===== config.mk =====
export PLATFORM = sky130hd
export DESIGN_NAME = fifo_exerciser
export DESIGN_NICKNAME = d
export VERILOG_FILES = /design/src/rtl/fx_pkg.sv /design/src/rtl/fx_seq_fsm.sv /design/src/rtl/fx_pattern_gen.sv /design/src/rtl/fx_read_check.sv /design/src/rtl/fifo_exerciser.sv
export SDC_FILE = /design/constraint.sdc
export NUM_CORES = 1
export LEC_CHECK = 0
export ABC_AREA = 1
export BUFFER_PORTS_ARGS = -buffer_cell sky130_fd_sc_hd__clkbuf_2
export CAP_MARGIN = 20
export CORE_ASPECT_RATIO = 0.5
export CORE_MARGIN = 2
export CORE_UTILIZATION = 59
export DETAILED_ROUTE_END_ITERATION = 12
export HOLD_SLACK_MARGIN = 0.03
export PLACE_DENSITY = 0.9
export SYNTH_ARGS = -nofsm -noshare
export SYNTH_HDL_FRONTEND = slang
export SYNTH_SLANG_ARGS = --single-unit

===== constraint.sdc =====
create_clock -name clk -period 2 [get_ports clk]
set_input_delay 0 -clock clk [delete_from_list [all_inputs] [get_ports clk]]
set_output_delay 0 -clock clk [all_outputs]
set_load 0.005 [all_outputs]

===== src/rtl/fx_pkg.sv =====
package fx_pkg;

    typedef enum logic [2:0] {
        ST_HOLD  = 3'd0,
        ST_WRITE = 3'd1,
        ST_GAP   = 3'd2,
        ST_READ  = 3'd3,
        ST_DONE  = 3'd4
    } fx_state_e;

endpackage


===== src/rtl/fx_seq_fsm.sv =====
module fx_seq_fsm
    import fx_pkg::*;
#(
    parameter int HOLDOFF    = 8,
    parameter int GAP_CYCLES = 2,
    parameter int ITERATIONS = 2
) (
    input  logic clk,
    input  logic rst_n,
    input  logic full_i,
    input  logic empty_i,
    output logic wr_en_o,
    output logic rd_en_o,
    output logic done_o,
    output logic fill_end_o,
    output logic drain_end_o
);

    localparam int TMR_MAX  = (HOLDOFF > GAP_CYCLES) ? HOLDOFF : GAP_CYCLES;
    localparam int TMR_W    = (TMR_MAX < 2) ? 1 : $clog2(TMR_MAX + 1);
    localparam int IT_W     = (ITERATIONS < 2) ? 1 : $clog2(ITERATIONS);
    localparam int GAP_LAST = (GAP_CYCLES > 1) ? GAP_CYCLES - 2 : 0;

    typedef struct packed {
        fx_state_e        st;
        logic [TMR_W-1:0] tmr;
        logic [IT_W-1:0]  iter;
    } fsm_s;

    localparam fsm_s FSM_RST = '{st: ST_HOLD, tmr: '0, iter: '0};

    fsm_s fsm_d, fsm_q;
    logic fill_end, drain_end;

    always_comb begin
        fsm_d     = fsm_q;
        fill_end  = (fsm_q.st == ST_WRITE) && full_i;
        drain_end = (fsm_q.st == ST_READ) && empty_i;
        unique case (fsm_q.st)
            ST_HOLD: begin
                if (fsm_q.tmr == TMR_W'(HOLDOFF - 1)) begin
                    fsm_d.st  = ST_WRITE;
                    fsm_d.tmr = '0;
                end else begin
                    fsm_d.tmr = fsm_q.tmr + 1'b1;
                end
            end
            ST_WRITE: begin
                if (full_i) begin
                    fsm_d.st  = (GAP_CYCLES > 1) ? ST_GAP : ST_READ;
                    fsm_d.tmr = '0;
                end
            end
            ST_GAP: begin
                if (fsm_q.tmr == TMR_W'(GAP_LAST)) begin
                    fsm_d.st = ST_READ;
                end else begin
                    fsm_d.tmr = fsm_q.tmr + 1'b1;
                end
            end
            ST_READ: begin
                if (empty_i) begin
                    if (fsm_q.iter == IT_W'(ITERATIONS - 1)) begin
                        fsm_d.st = ST_DONE;
                    end else begin
                        fsm_d.st   = ST_WRITE;
                        fsm_d.iter = fsm_q.iter + 1'b1;
                    end
                end
            end
            default: fsm_d.st = ST_DONE;
        endcase
    end

    always_ff @(posedge clk or negedge rst_n) begin
        if (!rst_n) fsm_q <= FSM_RST;
        else        fsm_q <= fsm_d;
    end

    assign wr_en_o     = (fsm_q.st == ST_WRITE) && !full_i;
    assign rd_en_o     = (fsm_q.st == ST_READ) && !empty_i;
    assign done_o      = (fsm_q.st == ST_DONE);
    assign fill_end_o  = fill_end;
    assign drain_end_o = drain_end;

endmodule


===== src/rtl/fx_pattern_gen.sv =====
module fx_pattern_gen #(
    parameter int DATA_W = 32
) (
    input  logic              clk,
    input  logic              rst_n,
    input  logic              wr_en_i,
    output logic [DATA_W-1:0] din_o
);

    logic [DATA_W-1:0] word_d, word_q;

    always_comb begin
        word_d = word_q;
        if (wr_en_i) word_d = word_q + 1'b1;
    end

    always_ff @(posedge clk or negedge rst_n) begin
        if (!rst_n) word_q <= '0;
        else        word_q <= word_d;
    end

    assign din_o = word_q;

endmodule


===== src/rtl/fx_read_check.sv =====
module fx_read_check #(
    parameter int DATA_W = 32,
    parameter int DEPTH  = 8192
) (
    input  logic              clk,
    input  logic              rst_n,
    input  logic              wr_en_i,
    input  logic              rd_en_i,
    input  logic              fill_end_i,
    input  logic              drain_end_i,
    input  logic [DATA_W-1:0] dout_i,
    output logic              data_err_o,
    output logic              count_err_o
);

    localparam int CNT_W = $clog2(DEPTH + 1);

    typedef struct packed {
        logic [CNT_W-1:0]  wr_cnt;
        logic [CNT_W-1:0]  rd_cnt;
        logic [DATA_W-1:0] expect_word;
        logic              pend;
        logic              data_err;
        logic              count_err;
    } chk_s;

    chk_s chk_d, chk_q;

    always_comb begin
        chk_d      = chk_q;
        chk_d.pend = rd_en_i;
        if (wr_en_i) chk_d.wr_cnt = chk_q.wr_cnt + 1'b1;
        if (rd_en_i) chk_d.rd_cnt = chk_q.rd_cnt + 1'b1;
        if (chk_q.pend) begin
            chk_d.expect_word = chk_q.expect_word + 1'b1;
            if (dout_i != chk_q.expect_word) chk_d.data_err = 1'b1;
        end
        if (fill_end_i && (chk_q.wr_cnt != CNT_W'(DEPTH))) chk_d.count_err = 1'b1;
        if (drain_end_i) begin
            if (chk_q.rd_cnt != chk_q.wr_cnt) chk_d.count_err = 1'b1;
            chk_d.wr_cnt = '0;
            chk_d.rd_cnt = '0;
        end
    end

    always_ff @(posedge clk or negedge rst_n) begin
        if (!rst_n) chk_q <= '0;
        else        chk_q <= chk_d;
    end

    assign data_err_o  = chk_q.data_err;
    assign count_err_o = chk_q.count_err;

endmodule


===== src/rtl/fifo_exerciser.sv =====
module fifo_exerciser #(
    parameter int DATA_W     = 32,
    parameter int DEPTH      = 8192,
    parameter int HOLDOFF    = 8,
    parameter int GAP_CYCLES = 2,
    parameter int ITERATIONS = 2
) (
    input  logic              clk,
    input  logic              rst_n,
    output logic              wr_en_o,
    output logic [DATA_W-1:0] din_o,
    input  logic              full_i,
    output logic              rd_en_o,
    input  logic              empty_i,
    input  logic [DATA_W-1:0] dout_i,
    output logic              data_err_o,
    output logic              count_err_o,
    output logic              done_o
);

    logic fill_end, drain_end;

    fx_seq_fsm #(
        .HOLDOFF    (HOLDOFF),
        .GAP_CYCLES (GAP_CYCLES),
        .ITERATIONS (ITERATIONS)
    ) u_fsm (
        .clk         (clk),
        .rst_n       (rst_n),
        .full_i      (full_i),
        .empty_i     (empty_i),
        .wr_en_o     (wr_en_o),
        .rd_en_o     (rd_en_o),
        .done_o      (done_o),
        .fill_end_o  (fill_end),
        .drain_end_o (drain_end)
    );

    fx_pattern_gen #(.DATA_W(DATA_W)) u_pat (
        .clk     (clk),
        .rst_n   (rst_n),
        .wr_en_i (wr_en_o),
        .din_o   (din_o)
    );

    fx_read_check #(.DATA_W(DATA_W), .DEPTH(DEPTH)) u_chk (
        .clk         (clk),
        .rst_n       (rst_n),
        .wr_en_i     (wr_en_o),
        .rd_en_i     (rd_en_o),
        .fill_end_i  (fill_end),
        .drain_end_i (drain_end),
        .dout_i      (dout_i),
        .data_err_o  (data_err_o),
        .count_err_o (count_err_o)
    );

endmodule


==> metrics.cfg <==
[status]
status = finished, final reports clean

[finish]
seqCellArea_um2 = 2580
nets = 1007
areaGrowthSynthToFinish_pct = 13.9
utilization_pct = 70.2
layout_common_cells = nand2_1 (293), nor2_1 (107), inv_1 (104)
drive_gt1_share_pct = 13.2
layout_commonest_cell = nand2_1
fillers = 849
antennaDiodeCount = 0
multi_input_comb_area_um2 = 3340

[timing]
grt_setup_unrepaired = false
skew_ps = 9.84
hold_viol_final = 0
slew_headroom_pct = 68.9
fin_crit_sh_pct = 84.8
drv_slew = 0
worstMarginPinSlew_ps = 463
setup_viol = 0
period_minus_slack_ps = 1700
fmax_mhz = 590
tns_ps = 0

[clocking]
clock_latency_ps = 340
clk_pin_slew_ps = 70
cts-root-buf = clkbuf_16
cts_tree = done
cts.sinks = 103
htree_levels = 3
postCtsSetupRepairBufs = 0
cts_buffers = 9
cts.hold.buffers_added = 2
post_cts_resized = 0
clockBufferDepth = 2

[synth]
synth_area_per_cell_um2 = 7.25
ys_seq_area_share_pct = 40.4
synthesis.nets = 922
synth.mux.area_fraction_pct = 0
synth_compound_area_share_pct = 4.43
synthSimpleGateAreaFrac_pct = 37.2
synth_xor_area_share_pct = 9.48
synth_seq_cells = 103
synth_area_um2 = 6380
synthAdderAreaFrac_pct = 1.37
synth_top_family_by_area = simple AND/OR/NAND/NOR gates
synth_cell_types = 38
syn_inst = 879
synth_warnings = 0

[setup_path]
crit_slowest_cell = dfrtp_1
path_cells = inv_2 > nand3_4 > nor2_8 > nand2_4 > nor2_4 > nand2_1 > o21ai_0 > nand2_1
rr_startpoint = u_fsm.fsm_q[6]
start_kind = flip-flop
r2r_slack_ps = 300
reg2reg_depth = 8
path_delay_family = simple AND/OR/NAND/NOR gates
critical_path_required_ps = 2230
max_stage_delay_ps = 440
cp-end-kind = flip-flop
arrival_ps = 1930
worst-path-max-fanout = 16
r2r-end = u_pat.din_o[20]
crit_buf_inv = 1
critPathMostFrequentCell = nand2_1
path_class = flip-flop to flip-flop

[flow_run]
drv_cap = 0

[global_route]
grt_max_degree = 39
gr-total-overflow = 0
grt_pass1_vias = 5668
gr-usage-all-layers_pct = 27.5
grt_pass1_wl_um = 25600
antenna_found_initial = 0

[routing]
wl_per_cell_um = 13.7
vias = 5976
drc = 0
ant_nets = 0
drtPass1Iterations = 5
drt-total-wl_um = 15200
viasPerCell = 5.39
dr.first_iter.drc_count = 444

[floorplanning]
dieArea_um2 = 11700
dieHeight_um = 77.5
initial_utilization_pct = 61.6
core_area_um2 = 10300
io_pins = 73
row_count = 26
die_x_um = 151

[hold_path]
holdPathStages = 4
whs_endpoint = u_chk.chk_q[51]
hp-class = input pin to flip-flop
hp-start = full_i

[place]
gp_congestion = 0.911
port_buffers = 72
hpwl_um = 11600

[pwr]
vdd_ir_drop_max_v = 0.000428
power_leakage_nw = 3.57
p_per_area_nw_per_um2 = 563

-- logic make-up (layout without fill, tap and decap cells) --
kind of cell | Yosys count | count (layout)
flip-flops | 103 | 103
AND/OR/NAND/NOR | 530 | 530
AO/OA/AOI/OAI | 54 | 54
XOR/XNOR | 69 | 69
adder cells (fa/ha/maj) | 7 | 7
buffers and inverters | 116 | 206
-- synth_stat cells --
| cell type | number | area [um2] |
|---|---|---|
| nor4_1 | 2 | 12.5 |
| nand3b_1 | 6 | 45.0 |
| xnor2_1 | 42 | 368 |
| nor3_4 | 1 | 16.3 |
| or2_2 | 1 | 6.26 |
| a22o_1 | 1 | 8.76 |
| and2_1 | 1 | 6.26 |
| xor2_1 | 27 | 236 |
| clkbuf_2 | 1 | 5.00 |
| inv_2 | 4 | 15.0 |
| buf_2 | 2 | 10.0 |
| nor3_1 | 28 | 140 |
| nor2_2 | 5 | 31.3 |
| nand3_1 | 37 | 185 |
| a21oi_1 | 22 | 110 |
| o21ai_0 | 22 | 110 |
| nand2_4 | 4 | 45.0 |
| clkbuf_1 | 2 | 7.51 |
| nand3_4 | 1 | 17.5 |
| a2bb2oi_1 | 1 | 8.76 |
| o21ai_1 | 6 | 30.0 |
| nand2_1 | 293 | 1100 |
| buf_4 | 2 | 15.0 |
| ha_1 | 7 | 87.6 |
| dfrtp_1 | 103 | 2580 |
| nor2_4 | 7 | 78.8 |
| a21o_1 | 1 | 7.51 |
| nor2_1 | 107 | 402 |
| nand2_2 | 4 | 25.0 |
| o31ai_1 | 1 | 7.51 |
| buf_6 | 1 | 11.3 |
| and3_1 | 1 | 6.26 |
| nand4_1 | 22 | 138 |
| inv_1 | 104 | 390 |
| nand3_2 | 4 | 40.0 |
| nor3b_1 | 2 | 15.0 |
| nor3_2 | 2 | 20.0 |
| nor2_8 | 2 | 40.0 |
-- flip-flops by register name, summed over array words and instances (netlist names) --
| register | cells |
|---|---|
| u_pat.din_o | 32 |
| u_chk.count_err_o | 1 |
| u_fsm.fsm_q | 8 |
| u_chk.data_err_o | 1 |
| u_chk.chk_q | 61 |
-- per-layer routing --
layer	vias up	wire length [um]	GRT usage, %
met3	40	941	5.76
met1	2798	6520	34.9
li1	2919	-	-
met4	0	398	10.2
met2	219	7380	46.8
met5	-	0	0
-- stage by stage --
stage / hold slack [ps] / setup slack [ps] / cell area [um2] / instances / power, mW
2_1_floorplan: -296 / 587 / 6380 / 879 / 2.19
3_3_place_gp: -28.0 / 439 / 6940 / 1091 / 2.29
3_5_place_dp: -23.4 / 350 / 6940 / 1091 / 2.29
4_1_cts: 49.2 / 345 / 7260 / 1109 / 4.12
5_1_grt: 82.7 / 85.0 / 7260 / 1109 / 4.24
6_report: 65.8 / 304 / 7260 / 1109 / 4.09
-- where the power goes --
group	internal, mW	switching [mW]	leakage, nW
Clock	1.09	0.746	0.151
Combinational	0.0650	0.0924	2.08
Sequential	2.09	0.00771	1.34
Total	3.25	0.846	3.57
-- cell type report --
type	count	share of cell area [%]
timing repair buffer	82	6.27
tap	140	2.41
multi-input combinational	660	46.0
sequential	103	35.5
clock buffer	12	3.26
clock inverter	4	0.965
inverter	108	5.58
-- worst reg2reg max path: cells and delay by family, from the launching register on --
kind | cells | cell delay (ps)
AOI/OAI and AO/OA | 1 | 190
buffers and inverters | 1 | 120
DFF | 1 | 440
and+or+nand+nor | 6 | 840
-- worst max-delay path by stage --
stage	start	to	slack, ps	cells after the start
final	u_fsm.fsm_q[6]	u_pat.din_o[20]	300	8
after global routing	u_chk.chk_q[49]	u_chk.chk_q[61]	90	7
after CTS	u_fsm.fsm_q[5]	u_chk.chk_q[47]	350	5
after detailed placement	u_fsm.fsm_q[6]	u_pat.din_o[20]	350	8
after global placement	u_fsm.fsm_q[6]	u_pat.din_o[24]	440	9
after floorplan	u_chk.chk_q[3]	u_chk.chk_q[25]	590	7
(Power assumes the default switching activity.)
